--- src/rtl/cfg_eeprom_pkg.sv ---
package cfg_eeprom_pkg;
  parameter int CFG_AW = 8;
  parameter int CFG_DW = 32;
  parameter int IMG_WORDS = 64;
  parameter int WORD_W = 16;

  localparam logic [CFG_AW-1:0] OFS_PIN_SEL = 8'h80;
  localparam logic [CFG_AW-1:0] OFS_PIN_REL = 8'hC0;
  localparam logic [CFG_AW-1:0] OFS_DO_RD   = 8'h00;
  localparam logic [WORD_W-1:0] SUM_TARGET  = 16'h1234;
  localparam int SK_BIT = 7;
  localparam int DI_BIT = 6;

  typedef struct packed {
    logic cs;
    logic sk;
    logic di;
  } ee_pins_t;
endpackage

--- src/rtl/ee_pin_ctrl.sv ---
module ee_pin_ctrl
  import cfg_eeprom_pkg::*;
(
  input  logic              clk,
  input  logic              rst_n,
  input  logic              sel_wr,
  input  logic              rel_wr,
  input  logic              sk_in,
  input  logic              di_in,
  output ee_pins_t          pins
);
  ee_pins_t pins_q, pins_d;
  logic     pins_en;

  always_comb begin
    pins_en = sel_wr | rel_wr;
    pins_d  = '0;
    if (sel_wr) begin
      pins_d.cs = 1'b1;
      pins_d.sk = sk_in;
      pins_d.di = di_in;
    end
  end

  always_ff @(posedge clk or negedge rst_n) begin
    if (!rst_n)       pins_q <= '0;
    else if (pins_en) pins_q <= pins_d;
  end

  assign pins = pins_q;
endmodule

--- src/rtl/cfg_rd_gate.sv ---
module cfg_rd_gate
  import cfg_eeprom_pkg::*;
(
  input  logic [CFG_AW-1:0] addr,
  input  logic [2:0]        size,
  input  logic              do_in,
  input  logic [CFG_DW-1:0] dflt,
  output logic [CFG_DW-1:0] rdata
);
  logic gate_low;

  always_comb begin
    gate_low = (addr == OFS_DO_RD) && (size == 3'd1) && !do_in;
    rdata    = dflt;
    if (gate_low) rdata[7:0] = 8'h00;
  end
endmodule

--- src/rtl/ee_img_sum.sv ---
module ee_img_sum
  import cfg_eeprom_pkg::*;
(
  input  logic              clk,
  input  logic              rst_n,
  input  logic              start,
  input  logic              word_vld,
  input  logic [WORD_W-1:0] word,
  output logic              valid,
  output logic              pass
);
  localparam int CNT_W = $clog2(IMG_WORDS + 1);
  localparam logic [CNT_W-1:0] LAST = CNT_W'(IMG_WORDS - 1);
  localparam logic [CNT_W-1:0] FULL = CNT_W'(IMG_WORDS);

  logic [CNT_W-1:0]  cnt_q, cnt_d;
  logic [WORD_W-1:0] acc_q, acc_d, acc_sum;
  logic              valid_q, valid_d, pass_q, pass_d;
  logic              take, st_en;

  always_comb begin
    acc_sum = acc_q + word;
    take    = word_vld && (cnt_q != FULL);
    st_en   = start | take;
    cnt_d   = cnt_q;
    acc_d   = acc_q;
    valid_d = valid_q;
    pass_d  = pass_q;
    if (start) begin
      cnt_d   = '0;
      acc_d   = '0;
      valid_d = 1'b0;
      pass_d  = 1'b0;
    end else if (take) begin
      cnt_d = cnt_q + 1'b1;
      acc_d = acc_sum;
      if (cnt_q == LAST) begin
        valid_d = 1'b1;
        pass_d  = (acc_sum == SUM_TARGET);
      end
    end
  end

  always_ff @(posedge clk or negedge rst_n) begin
    if (!rst_n) begin
      cnt_q   <= '0;
      acc_q   <= '0;
      valid_q <= 1'b0;
      pass_q  <= 1'b0;
    end else if (st_en) begin
      cnt_q   <= cnt_d;
      acc_q   <= acc_d;
      valid_q <= valid_d;
      pass_q  <= pass_d;
    end
  end

  assign valid = valid_q;
  assign pass  = pass_q;
endmodule

--- src/rtl/cfg_eeprom_port.sv ---
module cfg_eeprom_port
  import cfg_eeprom_pkg::*;
(
  input  logic              clk,
  input  logic              rst_n,
  input  logic [CFG_AW-1:0] cfg_addr,
  input  logic [2:0]        cfg_size,
  input  logic [CFG_DW-1:0] cfg_wdata,
  input  logic              cfg_wr,
  input  logic [CFG_DW-1:0] cfg_dflt_rdata,
  output logic [CFG_DW-1:0] cfg_rdata,
  output logic              cfg_pass_wr,
  output logic              ee_cs,
  output logic              ee_sk,
  output logic              ee_di,
  input  logic              ee_do,
  input  logic              img_start,
  input  logic              img_word_vld,
  input  logic [WORD_W-1:0] img_word,
  output logic              img_valid,
  output logic              img_pass
);
  logic [1:0] rst_sync_q;
  logic       rst_int_n;
  logic       sel_wr, rel_wr;
  ee_pins_t   pins;
  logic       unused_wdata_bits;

  always_ff @(posedge clk or negedge rst_n) begin
    if (!rst_n) rst_sync_q <= 2'b00;
    else        rst_sync_q <= {rst_sync_q[0], 1'b1};
  end
  assign rst_int_n = rst_sync_q[1];

  always_comb begin
    sel_wr      = cfg_wr && (cfg_addr == OFS_PIN_SEL);
    rel_wr      = cfg_wr && (cfg_addr == OFS_PIN_REL);
    cfg_pass_wr = cfg_wr && !sel_wr && !rel_wr;
  end

  assign unused_wdata_bits = ^{cfg_wdata[CFG_DW-1:SK_BIT+1], cfg_wdata[DI_BIT-1:0]};

  ee_pin_ctrl u_pins (
    .clk    (clk),
    .rst_n  (rst_int_n),
    .sel_wr (sel_wr),
    .rel_wr (rel_wr),
    .sk_in  (cfg_wdata[SK_BIT]),
    .di_in  (cfg_wdata[DI_BIT]),
    .pins   (pins)
  );

  assign ee_cs = pins.cs;
  assign ee_sk = pins.sk;
  assign ee_di = pins.di;

  cfg_rd_gate u_gate (
    .addr  (cfg_addr),
    .size  (cfg_size),
    .do_in (ee_do),
    .dflt  (cfg_dflt_rdata),
    .rdata (cfg_rdata)
  );

  ee_img_sum u_sum (
    .clk      (clk),
    .rst_n    (rst_int_n),
    .start    (img_start),
    .word_vld (img_word_vld),
    .word     (img_word),
    .valid    (img_valid),
    .pass     (img_pass)
  );
endmodule

--- config.mk ---
export PLATFORM = sky130hd
export DESIGN_NAME = cfg_eeprom_port
export DESIGN_NICKNAME = d
export VERILOG_FILES = /design/src/rtl/cfg_eeprom_pkg.sv /design/src/rtl/ee_pin_ctrl.sv /design/src/rtl/cfg_rd_gate.sv /design/src/rtl/ee_img_sum.sv /design/src/rtl/cfg_eeprom_port.sv
export SDC_FILE = /design/constraint.sdc
export NUM_CORES = 1
export LEC_CHECK = 0
export ABC_AREA = 1
export ABC_CLOCK_PERIOD_IN_PS = 1400
export BUFFER_PORTS_ARGS = -buffer_cell sky130_fd_sc_hd__buf_4
export CAP_MARGIN = 20
export CORE_ASPECT_RATIO = 1.25
export CORE_MARGIN = 3
export CORE_UTILIZATION = 46
export DETAILED_ROUTE_END_ITERATION = 12
export PLACE_DENSITY_LB_ADDON = 0.15
export SYNTH_ARGS = -nofsm -noshare
export SYNTH_HDL_FRONTEND = slang
export SYNTH_SLANG_ARGS = --single-unit
--- constraint.sdc ---
create_clock -name clk -period 1.4 [get_ports clk]
set_input_delay 0.28 -clock clk [delete_from_list [all_inputs] [get_ports clk]]
set_output_delay 0.28 -clock clk [all_outputs]
set_load 0.02 [all_outputs]
# --- Word-level counts from Yosys, hierarchy flattened ---
# Index checks and enable logic that the tools add are counted.
classes:
  add_sub_neg: 2
  n_eq_ne: 6
  n_mux: 12
  n_bitwise: 2
  reduce_logical: 15
ops:
  columns: ["cell", "count"]
  rows:
  - ["16-bit two-way mux", 2]
  - ["16-bit adder", 1]
  - ["16-bit by 13-bit equality test with 1-bit output (second input constant)", 1]
  - ["8-bit equality test (second input constant)", 2]
  - ["7-bit two-way mux", 2]
  - ["8-bit logical NOT", 1]
  - ["8-bit two-way mux", 1]
  - ["7-bit by 1-bit adder with 7-bit output (second input constant)", 1]
  - ["7-bit by 6-bit equality test with 1-bit output (second input constant)", 1]
  - ["1-bit logical AND", 7]
  - ["7-bit inequality test (second input constant)", 1]
  - ["1-bit two-way mux", 6]
  - ["2-bit nonzero test", 2]
  - ["3-bit by 1-bit equality test with 1-bit output (second input constant)", 1]
  - ["1-bit logical NOT", 3]
  - ["3-bit two-way mux", 1]
  - ["3-bit AND reduction", 1]
  - ["1-bit bitwise OR", 2]
  - ["2-bit AND reduction", 1]
word_totals:
  regBits: 30
  input_bits: 97
  output_inout_bits: 38
  elab_cells: 45

# --- Logic depth before layout (Yosys ltp) ---
logic_depth:
  ltp_word: 5
  ltp_mapped: 15
  mapped_depth_nobuf: 15

# --- Cells and area by module ---
# Synthesis repeated with hierarchy kept, for this count alone.
hier_totals:
  hier_cells: 404
  area_unflattened_um2: 2670.1
by_module_without_submodules:
  columns: ["mod", "n_inst", "cells_each", "area_each_um2", "seq_area_each_um2"]
  rows:
  - ["ee_img_sum", 1, 312, 2094.5, 625.6]
  - ["cfg_rd_gate", 1, 51, 304.0, 0.0]
  - ["cfg_eeprom_port", 1, 28, 156.4, 50.0]
  - ["ee_pin_ctrl", 1, 13, 115.1, 75.1]

# --- Worst setup path after synthesis ---
# OpenSTA, ideal clock, no wires.
synth_timing:
  path_type: "reg2reg"
  startpoint: "register u_sum.acc_q[0]"
  endpoint: "register u_sum.pass_q, in the netlist u_sum.pass"
  setup_ns: 0.117
  arrival_time_ns: 1.694
  required_time_ns: 1.283
  path_slack_ns: -0.412
  path_stages_with_launch: 16
  n_path_buf: 0
  synth_period_minus_slack_ns: 1.812
  path_cell_list: "dfrtp_1 > ha_1 > inv_1 > fa_1 > inv_1 > nand2_1 > nand2_1 > nand3_1 > nand2_1 > nand3_1 > nand2_1 > nand2_1 > nand2_1 > nor2_1 > nand3_1 > nand2_1"
synth_via:
  elab_chain_len: 5
synth_rtl:
  columns: ["element", "line_no", "text"]
  rows:
  - ["start: declaration", "ee_img_sum.sv:17", "logic [WORD_W-1:0] acc_q, acc_d, acc_sum;"]
  - ["start signal: assignment", "ee_img_sum.sv:47", "acc_q <= '0;"]
  - ["start signal: assignment", "ee_img_sum.sv:52", "acc_q <= acc_d;"]
  - ["16-bit adder", "ee_img_sum.sv:22", "acc_sum = acc_q + word;"]
  - ["16-bit by 13-bit equality test with 1-bit output", "ee_img_sum.sv:39", "pass_d = (acc_sum == SUM_TARGET);"]
  - ["1-bit two-way mux", "ee_img_sum.sv:37", "if (cnt_q == LAST) begin"]
  - ["1-bit two-way mux", "ee_img_sum.sv:34", "end else if (take) begin"]
  - ["1-bit two-way mux", "ee_img_sum.sv:29", "if (start) begin"]
  - ["end signal: assignment", "ee_img_sum.sv:54", "pass_q <= pass_d;"]
  - ["end: declaration", "ee_img_sum.sv:18", "logic valid_q, valid_d, pass_q, pass_d;"]
# No other way between the ends. The select of a mux whose other input is x is not followed.
# A chain may end at the register's enable or synchronous reset.

# --- Worst setup path in the final report ---
# Same ends and word-level chain as after synthesis.

==> qor.yml <==
status: "complete, but fails checks"
violations: "negative setup slack"
cpMostUsedCell: "nand2_1"
slew_violations: 0
synth_nets: 504
setup_viol: 33
dr.pass1.iters: 4
r2r_cells: 14
cp_slowest_cell: "dfrtp_1"
routed_via_density: 5.34
area_delta_synth_final_pct: 63.3
die_w_um: 73.4
overflow: 0
hpwl_mm: 5.48
path_cells: "ha_2 > inv_2 > fa_2 > inv_2 > nand3_1 > nand2_2 > nand3_2 > nand3_1 > nand2_1 > nand2_1 > nand2_1 > nor2_1 > nand3_1 > nand2_1"
num-fill-cells: 357
fin_area_um2: 4260
cts.clk_slew.worst_paths_ns: 0.07
synthFlopType: "dfrtp_1"
cts_tree: "done"
antenna_cells: 0
avgSynthCellArea_um2: 6.71
fin_skew_ns: 0.00524
yosysTopAreaCell: "dfrtp_1"
vias: 2982
synth_commonest_cells: "112 x nand2_1, 67 x inv_1, 34 x nand3_1"
grt_pass1_vias: 2905
power.total_mw: 3.67
grt_max_degree: 21
cts-root-buf: "clkbuf_8"
multiInputGateArea_um2: 1980
maxCapViolations: 0
clock_path_buffers: 2
drc: 0
powerDensity_nw_per_um2: 862
fmax_ghz: 0.497
wl_per_cell_um: 15.5
yosysUniqueCellTypes: 36
drt_wl_total_mm: 8.67
cpPeakStageDelay_ns: 0.36
dr_wl_met2_mm: 4.53
drtIter0Drc: 144
port_buffers: 56
ys_seq_area_share_pct: 28.8
rsz0062_at_grt: "true"
reg2reg_from: "u_sum.acc_q[0]$_DFFE_PN0P_"
grt_usage_pct: 23.0
worstSetupStartpointType: "flip-flop"
die_y_um: 90.2
reg2reg_slack_ns: -0.61
synth_edf_count: 0
io_pins: 135
endpoint_kind: "flip-flop"
arrival_ns: 2.24
fp.dieArea_um2: 6620
r2r-end: "u_sum.pass$_DFFE_PN0P_"
ant_nets: 0
finalCriticalPeriod_ns: 2.01
synth_area_um2: 2610
layout.area.seq_um2: 751
critPathMaxFanout: 3
hold_class: "reg -> async"
synthArstFlopShare_pct: 100
final_nets: 609
final_cells: 558
maxUsedRoutingLayer: "met4"
placed_cell_area_um2: 3400
yosysTopAreaCellShare_pct: 28.8
yosys_register_bits: 30
cts.sinks: 30
antenna_found_initial: 0
worstSkewPairLatency_ns: 0.29
post-route-period-util_pct: 144
initial_utilization_pct: 48.0
met1_length_mm: 3.25
wl_met3_um: 507
timing.hold.ws_ns: 0.176
synthCells: 389
layout-drive-gt1-share_pct: 52.8
ys_warn_count: 0
gp_congestion: 0.943
core_area_um2: 5440
num_rows: 30
cp.required_ns: 1.63
finalHoldViolCount: 0
grt_first_pass_wirelength_mm: 12.3
critPathKind: "reg -> reg"
cts_buffers: 5
fin_ws_ns: -0.611
synthTopCellsByArea: "dfrtp_1 29%, nand2_1 16%, inv_1 9.6%"
p_leak_nw: 2.21
yosysMostFrequentCell: "nand2_1"
htreeDepth: 2
vdd_ir_drop_max_v: 0.000649
dp_cells: 536
-- cells by family after synthesis --
kind of cell	after synthesis	share of synthesized area, %
simple gates	202	34.6
buf+inv	97	17.7
compound gates	40	9.54
flops	30	28.8
fa+ha+maj	18	8.92
xor+xnor	1	0.336
other cells	1	0.144
-- metrics by stage --
step | TNS, ns | worst slack, ns | util, %
2_1_floorplan | -1.68 | -0.342 | -
3_3_place_gp | -5.36 | -0.433 | 62.5
3_5_place_dp | -5.98 | -0.513 | 62.5
4_1_cts | -3.85 | -0.451 | 70.4
5_1_grt | -8.60 | -0.667 | 78.3
6_report | -6.08 | -0.611 | 78.3
-- layout by cell type, fill, tap and decap left out, drive strengths merged, types with 7 or more instances in the layout --
| master | n |
|---|---|
| inv | 70 |
| a22o | 7 |
| nand2 | 116 |
| clkbuf | 7 |
| nor2 | 36 |
| ha | 17 |
| o21ai | 13 |
| a21oi | 14 |
| buf | 123 |
| dfrtp | 30 |
| nor3 | 7 |
| nand3 | 35 |
-- sequential cells by signal, summed over array words and instances (netlist names) --
name,count
u_sum.valid,1
rst_sync_q,2
u_pins.pins,3
u_sum.cnt_q,7
u_sum.pass,1
u_sum.acc_q,16
-- worst max-delay path, delay by kind of cell, from the launching register on --
kind          cells  cell delay (ns)
simple gates     10             0.94
fa+ha+maj         2             0.54
flops             1             0.36
buf+inv           2             0.13
-- layer usage --
metal | up-vias | global-route usage (%)
met1 | 1424 | 25.8
met4 | 0 | 11.5
met3 | 37 | 3.69
li1 | 1420 | -
met5 | - | 0
met2 | 101 | 40.7
-- report_power, final --
group	switching (mW)	internal, mW	total, mW
logic	0.915	0.839	1.75
clock network	0.349	0.569	0.918
registers	0.0667	0.933	1.00
total	1.33	2.34	3.67
-- cell type report --
cell class | instances | area share [%]
Multi-Input combinational cell | 262 | 46.5
Timing Repair Buffer | 125 | 24.8
Sequential cell | 30 | 17.6
Inverter | 70 | 6.52
Clock buffer | 6 | 1.94
Tap cell | 64 | 1.88
Clock inverter | 1 | 0.705
-- worst max path at each step --
stage,from,endpoint,cells past startpoint
3_5_place_dp,img_word[0],u_sum.pass$_DFFE_PN0P_,16
5_1_grt,u_sum.acc_q[0]$_DFFE_PN0P_,u_sum.pass$_DFFE_PN0P_,14
2_1_floorplan,u_sum.acc_q[0]$_DFFE_PN0P_,u_sum.pass$_DFFE_PN0P_,15
4_1_cts,u_sum.acc_q[0]$_DFFE_PN0P_,u_sum.pass$_DFFE_PN0P_,15
6_report,u_sum.acc_q[0]$_DFFE_PN0P_,u_sum.pass$_DFFE_PN0P_,14
3_3_place_gp,img_word[0],u_sum.pass$_DFFE_PN0P_,16
-- timing repair --
action	in CTS	in global routing
buffers inserted	3	11
gates cloned	0	1
endpoints found under the setup margin	31	33
hold buffers	1	0
pin swaps	25	44
gates resized for setup	76	87
endpoints found under the hold margin	2	0
Power figures use the tool's default switching activity.
